`src/rtl/ehc_pkg.sv`:
```
package ehc_pkg;

    // where an accepted send draws its credit from
    typedef enum logic [1:0] {
        SRC_NONE   = 2'd0,
        SRC_SHARED = 2'd1,
        SRC_RESV   = 2'd2
    } alloc_src_e;

    // what a valid credit return does to a class
    typedef enum logic [1:0] {
        RET_DROP = 2'd0,
        RET_RESV = 2'd1,
        RET_POOL = 2'd2
    } ret_act_e;

    // shared-credit quota of class index k (hop length k+2)
    function automatic int quota_of(input int k, input int qmax);
        int q;
        q = qmax >> k;
        if (q < 1) q = 1;
        return q;
    endfunction

    function automatic int max_int(input int a, input int b);
        return (a > b) ? a : b;
    endfunction

endpackage

```
`src/rtl/ehc_ret_filter.sv`:
```
module ehc_ret_filter #(
    parameter int NCLS = 4,
    parameter int CLSW = 2,
    parameter int HOPW = 3
) (
    input  logic            ret_vld,
    input  logic [CLSW-1:0] ret_cls,
    input  logic [HOPW-1:0] ret_hops,
    output logic [NCLS-1:0] ret_hit
);
    always_comb begin
        ret_hit = '0;
        for (int k = 0; k < NCLS; k++) begin
            if (ret_vld && (int'(ret_cls) == k) && (int'(ret_hops) == k + 2))
                ret_hit[k] = 1'b1;
        end
    end
endmodule

```
`src/rtl/ehc_send_steer.sv`:
```
module ehc_send_steer #(
    parameter int NCLS = 4,
    parameter int CLSW = 2
) (
    input  logic            snd_vld,
    input  logic [CLSW-1:0] snd_cls,
    input  logic [NCLS-1:0] grant,
    output logic [NCLS-1:0] take,
    output logic            snd_ok
);
    always_comb begin
        take = '0;
        for (int k = 0; k < NCLS; k++) begin
            if (snd_vld && (int'(snd_cls) == k) && grant[k])
                take[k] = 1'b1;
        end
        snd_ok = |take;
    end
endmodule

```
`src/rtl/ehc_pool.sv`:
```
module ehc_pool #(
    parameter int SHARED = 8,
    parameter int NCLS   = 4,
    parameter int PW     = 4
) (
    input  logic            clk,
    input  logic            rst,
    input  logic [NCLS-1:0] take_vec,
    input  logic [NCLS-1:0] rel_vec,
    output logic [PW-1:0]   pool_cnt
);
    logic take_any;
    logic rel_any;
    logic [PW-1:0] cnt_n;

    always_comb begin
        take_any = |take_vec;
        rel_any  = |rel_vec;
        cnt_n    = pool_cnt;
        if (take_any) cnt_n = cnt_n - PW'(1);
        if (rel_any)  cnt_n = cnt_n + PW'(1);
    end

    always_ff @(posedge clk) begin
        if (rst) pool_cnt <= PW'(SHARED);
        else     pool_cnt <= cnt_n;
    end

    AST_POOL_CAP: assert property (@(posedge clk) disable iff (rst)
        int'(pool_cnt) <= SHARED);
    AST_POOL_IDLE: assert property (@(posedge clk) disable iff (rst)
        (!take_any && !rel_any) |=> $stable(pool_cnt));
    AST_ONE_TAKE: assert property (@(posedge clk) disable iff (rst)
        $onehot0(take_vec));
endmodule

```
`src/rtl/ehc_class_slot.sv`:
```
module ehc_class_slot
    import ehc_pkg::*;
#(
    parameter int QUOTA = 1,
    parameter int HW    = 3,
    parameter int PW    = 4,
    parameter int CW    = 3
) (
    input  logic          clk,
    input  logic          rst,
    input  logic [PW-1:0] pool_cnt,
    input  logic          take,
    input  logic          ret,
    output logic          grant,
    output logic          pool_take,
    output logic          pool_rel,
    output logic [CW-1:0] free_cnt
);
    localparam int MW = max_int(HW, PW);

    logic          resv;
    logic [HW-1:0] held;
    logic          pool_nz;
    logic          shared_ok;
    alloc_src_e    src;
    ret_act_e      act;
    logic          resv_a, resv_n;
    logic [HW-1:0] held_a, held_n;
    logic [MW-1:0] room_x, pool_x, avail_x;

    always_comb begin
        pool_nz   = (pool_cnt != '0);
        shared_ok = pool_nz && (int'(held) < QUOTA);
        grant     = resv || shared_ok;

        // send: shared first, reserved last
        src = SRC_NONE;
        if (take) begin
            if (shared_ok)  src = SRC_SHARED;
            else if (resv)  src = SRC_RESV;
        end
        held_a = (src == SRC_SHARED) ? held + HW'(1) : held;
        resv_a = (src == SRC_RESV) ? 1'b0 : resv;

        // return applied on top of the send result
        act = RET_DROP;
        if (ret) begin
            if (!resv_a)            act = RET_RESV;
            else if (held_a != '0)  act = RET_POOL;
        end
        held_n = (act == RET_POOL) ? held_a - HW'(1) : held_a;
        resv_n = (act == RET_RESV) ? 1'b1 : resv_a;

        pool_take = (src == SRC_SHARED);
        pool_rel  = (act == RET_POOL);

        room_x  = MW'(HW'(QUOTA) - held);
        pool_x  = MW'(pool_cnt);
        avail_x = (pool_x < room_x) ? pool_x : room_x;
        free_cnt = CW'(resv) + CW'(avail_x);
    end

    always_ff @(posedge clk) begin
        if (rst) begin
            resv <= 1'b1;
            held <= '0;
        end else begin
            resv <= resv_n;
            held <= held_n;
        end
    end

    AST_HELD_CAP: assert property (@(posedge clk) disable iff (rst)
        int'(held) <= QUOTA);
    AST_RET_REFILL: assert property (@(posedge clk) disable iff (rst)
        (ret && !take && !resv) |=> resv);
    AST_SHARED_FIRST: assert property (@(posedge clk) disable iff (rst)
        (take && !ret && pool_nz && int'(held) < QUOTA) |=> (resv == $past(resv)));
    AST_RESV_GRANT: assert property (@(posedge clk) disable iff (rst)
        (take && resv && !pool_nz && !ret) |=> !resv);
endmodule

```
`src/rtl/ehc_credit_mgr.sv`:
```
module ehc_credit_mgr
    import ehc_pkg::*;
#(
    parameter int LMAX   = 5,
    parameter int SHARED = 8,
    parameter int QMAX   = 6,
    localparam int NCLS  = LMAX - 1,
    localparam int CLSW  = (NCLS > 1) ? $clog2(NCLS) : 1,
    localparam int HOPW  = $clog2(LMAX + 1),
    localparam int PW    = $clog2(SHARED + 1),
    localparam int HW    = $clog2(QMAX + 1),
    localparam int CW    = $clog2(QMAX + 2)
) (
    input  logic               clk,
    input  logic               rst,
    input  logic               snd_vld,
    input  logic [CLSW-1:0]    snd_cls,
    output logic               snd_ok,
    output logic [NCLS-1:0]    grant_vec,
    input  logic               ret_vld,
    input  logic [CLSW-1:0]    ret_cls,
    input  logic [HOPW-1:0]    ret_hops,
    output logic [PW-1:0]      pool_free,
    output logic [NCLS*CW-1:0] cls_free
);
    logic [NCLS-1:0] take_vec;
    logic [NCLS-1:0] hit_vec;
    logic [NCLS-1:0] ptake_vec;
    logic [NCLS-1:0] prel_vec;

    ehc_send_steer #(.NCLS(NCLS), .CLSW(CLSW)) steer_i (
        .snd_vld (snd_vld),
        .snd_cls (snd_cls),
        .grant   (grant_vec),
        .take    (take_vec),
        .snd_ok  (snd_ok)
    );

    ehc_ret_filter #(.NCLS(NCLS), .CLSW(CLSW), .HOPW(HOPW)) filt_i (
        .ret_vld  (ret_vld),
        .ret_cls  (ret_cls),
        .ret_hops (ret_hops),
        .ret_hit  (hit_vec)
    );

    ehc_pool #(.SHARED(SHARED), .NCLS(NCLS), .PW(PW)) pool_i (
        .clk      (clk),
        .rst      (rst),
        .take_vec (ptake_vec),
        .rel_vec  (prel_vec),
        .pool_cnt (pool_free)
    );

    for (genvar k = 0; k < NCLS; k++) begin : g_cls
        ehc_class_slot #(
            .QUOTA (quota_of(k, QMAX)),
            .HW    (HW),
            .PW    (PW),
            .CW    (CW)
        ) slot_i (
            .clk       (clk),
            .rst       (rst),
            .pool_cnt  (pool_free),
            .take      (take_vec[k]),
            .ret       (hit_vec[k]),
            .grant     (grant_vec[k]),
            .pool_take (ptake_vec[k]),
            .pool_rel  (prel_vec[k]),
            .free_cnt  (cls_free[k*CW +: CW])
        );
    end

    AST_BAD_RET_IGNORED: assert property (@(posedge clk) disable iff (rst)
        (ret_vld && (hit_vec == '0) && !snd_ok) |=> ($stable(pool_free) && $stable(cls_free)));
    AST_SEND_COSTS: assert property (@(posedge clk) disable iff (rst)
        (snd_ok && !ret_vld) |=> (cls_free != $past(cls_free)));
endmodule

```
`config.mk`:
```
export PLATFORM = sky130hd
export DESIGN_NAME = ehc_credit_mgr
export DESIGN_NICKNAME = d
export VERILOG_FILES = /design/src/rtl/ehc_pkg.sv /design/src/rtl/ehc_ret_filter.sv /design/src/rtl/ehc_send_steer.sv /design/src/rtl/ehc_pool.sv /design/src/rtl/ehc_class_slot.sv /design/src/rtl/ehc_credit_mgr.sv
export SDC_FILE = /design/constraint.sdc
export NUM_CORES = 1
export LEC_CHECK = 0
export ABC_AREA = 1
export BUFFER_PORTS_ARGS = -buffer_cell sky130_fd_sc_hd__buf_4
export CORE_ASPECT_RATIO = 0.5
export CORE_MARGIN = 1
export CORE_UTILIZATION = 58
export DETAILED_ROUTE_END_ITERATION = 12
export GPL_TIMING_DRIVEN = 0
export PLACE_DENSITY_LB_ADDON = 0.1
export SLEW_MARGIN = 20
export SYNTH_ARGS = -nofsm -noshare
export SYNTH_HDL_FRONTEND = slang
export SYNTH_SLANG_ARGS = --single-unit
```
`constraint.sdc`:
```
create_clock -name clk -period 3.1 [get_ports clk]
set_clock_uncertainty 0.1 [all_clocks]
set_input_delay 0.465 -clock clk [delete_from_list [all_inputs] [get_ports clk]]
set_output_delay 0.465 -clock clk [all_outputs]
set_load 0.05 [all_outputs]
```
==> metrics.md <==
| Metric | Value |
|---|---|
| Initial Utilization | 0.620 |
| Total instance count after detailed placement | approximately 390 |
| Crit end category | output pin |
| Maximum number of buffers from clock root to sink | 2 |
| Worst vdd ir | 337 uV |
| Synth Instances | 311 |
| Final hold violations | 0 |
| Final worst-path setup slack | -6.25 ps |
| IO buf count | 31 |
| RePlAce Congestion | 0.883 |
| # Max-Cap Violations | 0 |
| Violations in the final reports | setup timing |
| Leading area contributor after synthesis | sky130_fd_sc_hd__ha_1 |
| DRC marker count from the first detailed-route iteration | about 140 |
| Sink count of the clock tree | 20 |
| DRT Wirelength | a little over 5 mm |
| H-tree lvl count | 1 |
| DIE AREA | ~4000 um^2 |
| Leakage power | 1.38 nW |
| Ys async rst share | 0 |
| Pin slew with the least headroom to its limit | 501 ps |
| Filler Cells Inserted | roughly 270 |
| Utilization of the core after routing | 0.773 |
| Tightest hold margin | 275 ps |
| Critical Setup Path Class | flop to output pin |
| Mapped cell area | around 2200 um^2 |
| CTS tree | built |
| Count of non-filler cells in the finished layout | between 400 and 500 |
| All-layer global routing usage | 0.261 |
| Slowest cell on the critical path | sky130_fd_sc_hd__dfxtp_4 |
| Global-route wire length before repair | approximately 7.7 mm |
| Root Buffer | sky130_fd_sc_hd__clkbuf_8 |
| Dominant synthesized flop cell | sky130_fd_sc_hd__dfxtp_1 |
| Area inside the core boundary | between 3000 and 4000 um^2 |
| Vertical die dimension | 45.2 um |
| Area after detailed placement | roughly 2500 um^2 |
| Buffer and inverter count on the worst path | 3 |
| Number of storage elements in the synthesis netlist | 20 |
| Hold-fix buffers, CTS | 0 |
| Detailed-placement wirelength estimate | between 3 and 4 mm |
| Upper clock frequency limit | 0.322 GHz |
| Crit-path cells | inv_4 > ha_4 > inv_4 > ha_4 > a21boi_2 > o211ai_1 > nand2_2 > nand2_1 > o21ai_1 > ha_2 > ha_4 > xnor2_2 > buf_6 |
| # nets final | 405 |
| Area of all placed cells without fillers | between 2000 and 3000 um^2 |
| Minimum clock period after layout | a little over 3000 ps |
| Number of enable flip-flop cells after synthesis | 0 |
| Count of nets left with antenna violations after detail routing | 0 |
| Worst-skew pair later-pin latency | around 270 ps |
| Total CTS buffers | 3 |
| Launching element type of the critical path | flop |
| Number of placement rows | 15 |
| Total of endpoints with negative setup slack in the final report | 1 |
| Area share of the largest cell type after synthesis | 0.237 |
| Relative slew margins | 0.666 |
| Top library cells by usage in the layout, fill and taps aside | sky130_fd_sc_hd__nand2_1, sky130_fd_sc_hd__inv_1, sky130_fd_sc_hd__buf_4 |
| Initial antenna violation count | 0 |
| Cell family with the largest share of critical-path delay | adder cells |
| Hold Path Class | input pin to flop |
| Pins Over Slew Limit | 0 |
| Mean instance size in the synthesized netlist | ~7.0 um^2 |
| DRC violations left | 0 |
| Routed via count | ~2100 |
| Area growth from synthesis to final layout | 24.8% |
| Dominant cells by area after synthesis | sky130_fd_sc_hd__ha_1, sky130_fd_sc_hd__dfxtp_1, sky130_fd_sc_hd__nand2_1 |
| Net count after synthesis | about 360 |
| Critical-path maximum fanout | 6 |
| IO Pins | 32 |
| Share of synthesized area occupied by flip-flops and latches | 0.185 |
| Result of the run | complete, but fails checks |
| Ratio of total power to cell area | approximately 540 nW/um^2 |
| Fraction of layout instances using a drive strength above 1 | 0.247 |
| Most used cell along the critical path | sky130_fd_sc_hd__ha_4 |
| Tcrit/Tclk final | 1.00 |
| Setup repair after global routing missed its margin | yes |
| Syn. warnings | 0 |
| Residual overflow from global routing | 0 |
| Slowest cell delay on critical path | between 300 and 400 ps |
| Diodes inserted | 0 |
| Routed via count divided by cell count | between 5 and 6 |
| Routed length per instance | 12.7 um |
| Number of search-and-repair iterations in the first detailed-routing pass | 4 |
| Largest net degree at the start of global routing | 13 |
| Clk pin slew, worst setup/hold paths | 80 ps |
| Vias in the first global route | between 1500 and 2000 |
| Die width | just under 90 um |
| Cell variety after synth | 31 |
| Required @ worst endpoint | 2530 ps |
| Most common cell after layout, fill and taps aside | sky130_fd_sc_hd__nand2_1 |
| CP Data Arrival Time | around 2500 ps |
## synthesized netlist by cell type (all sizes together) (2+ instances only)
cell	number
nand2	69
inv	57
ha	41
o21ai	28
nor2	23
dfxtp	20
nand3	20
a21oi	18
xor2	9
o211ai	5
o21a	5
buf	4
nor3	3
xnor2	2
## final timing paths
kind,startpoint,endpoint,slack (ps),depth (start not counted)
worst max register to register,pool_i.pool_cnt[1],pool_i.pool_cnt[3],140,16
worst min register to register,g_cls[2].slot_i.resv,g_cls[2].slot_i.resv,450,2
worst max-delay path,g_cls[0].slot_i.held[0],cls_free[2],-6,13
worst min-delay path,rst,pool_i.pool_cnt[0],280,2
## state kept, by name (all words and copies together), names as in the netlist
register	cells
g_cls.slot_i.resv	4
pool_i.pool_cnt	4
g_cls.slot_i.held	12
## worst register-to-register path: cells and delay by family, from the launching register on
family	cells	cell delay, ps
flops	1	440
fa+ha+maj	3	660
simple gates	10	1170
compound gates	1	220
buf+inv	2	230
## per-layer routing
| layer | track usage | vias to the layer above | share of wire |
|---|---|---|---|
| li1 | - | 1083 | - |
| met1 | 0.342 | 949 | 0.49 |
| met2 | 0.454 | 51 | 0.45 |
| met3 | 0.0420 | 4 | 0.052 |
| met4 | 0.0742 | 0 | 0.0082 |
| met5 | 0 | - | 0 |
## metrics by stage
step / power, mW / setup slack, ps / TNS [ps]
detailed placement: 1.14 / -58.8 / -58.8
global route: 1.55 / -80.4 / -178
finish: 1.46 / -6.25 / -6.25
global placement: 1.12 / -0.911 / -0.911
CTS: 1.42 / 0.150 / 0
floorplan: 0.950 / 34.0 / 0
## area by class of cell
cell class,instances,area [um^2],area share
Inverter,58,223,0.0825
Buffer,5,33.8,0.0125
Clock inverter,1,30.0,0.0111
Tap cell,51,63.8,0.0236
Multi-Input combinational cell,228,1610,0.595
Clock buffer,3,41.3,0.0153
Sequential cell,20,413,0.153
Timing Repair Buffer,37,289,0.107
## logic make-up (layout without fill, tap and decap cells)
group / count (synthesis) / count (layout) / share of synthesized area
AO/OA/AOI/OAI: 59 / 59 / 0.152
flip-flops: 20 / 20 / 0.185
buffers and inverters: 63 / 104 / 0.116
AND/OR/NAND/NOR: 117 / 117 / 0.265
XOR/XNOR: 11 / 11 / 0.0445
adder cells (fa/ha/maj): 41 / 41 / 0.237
## power breakdown
group	internal [mW]	leakage (nW)	total [mW]	switching [mW]
Sequential	0.278	0.166	0.321	0.0430
Combinational	0.303	1.17	0.868	0.565
Clock	0.173	0.0357	0.267	0.0939
Total	0.754	1.38	1.46	0.702
## repair_timing
item,CTS,global route
buffers inserted,2,4
pin swaps,3,7
gates resized for setup,9,21
endpoints found under the setup margin,6,9
(Power assumes the default switching activity.)
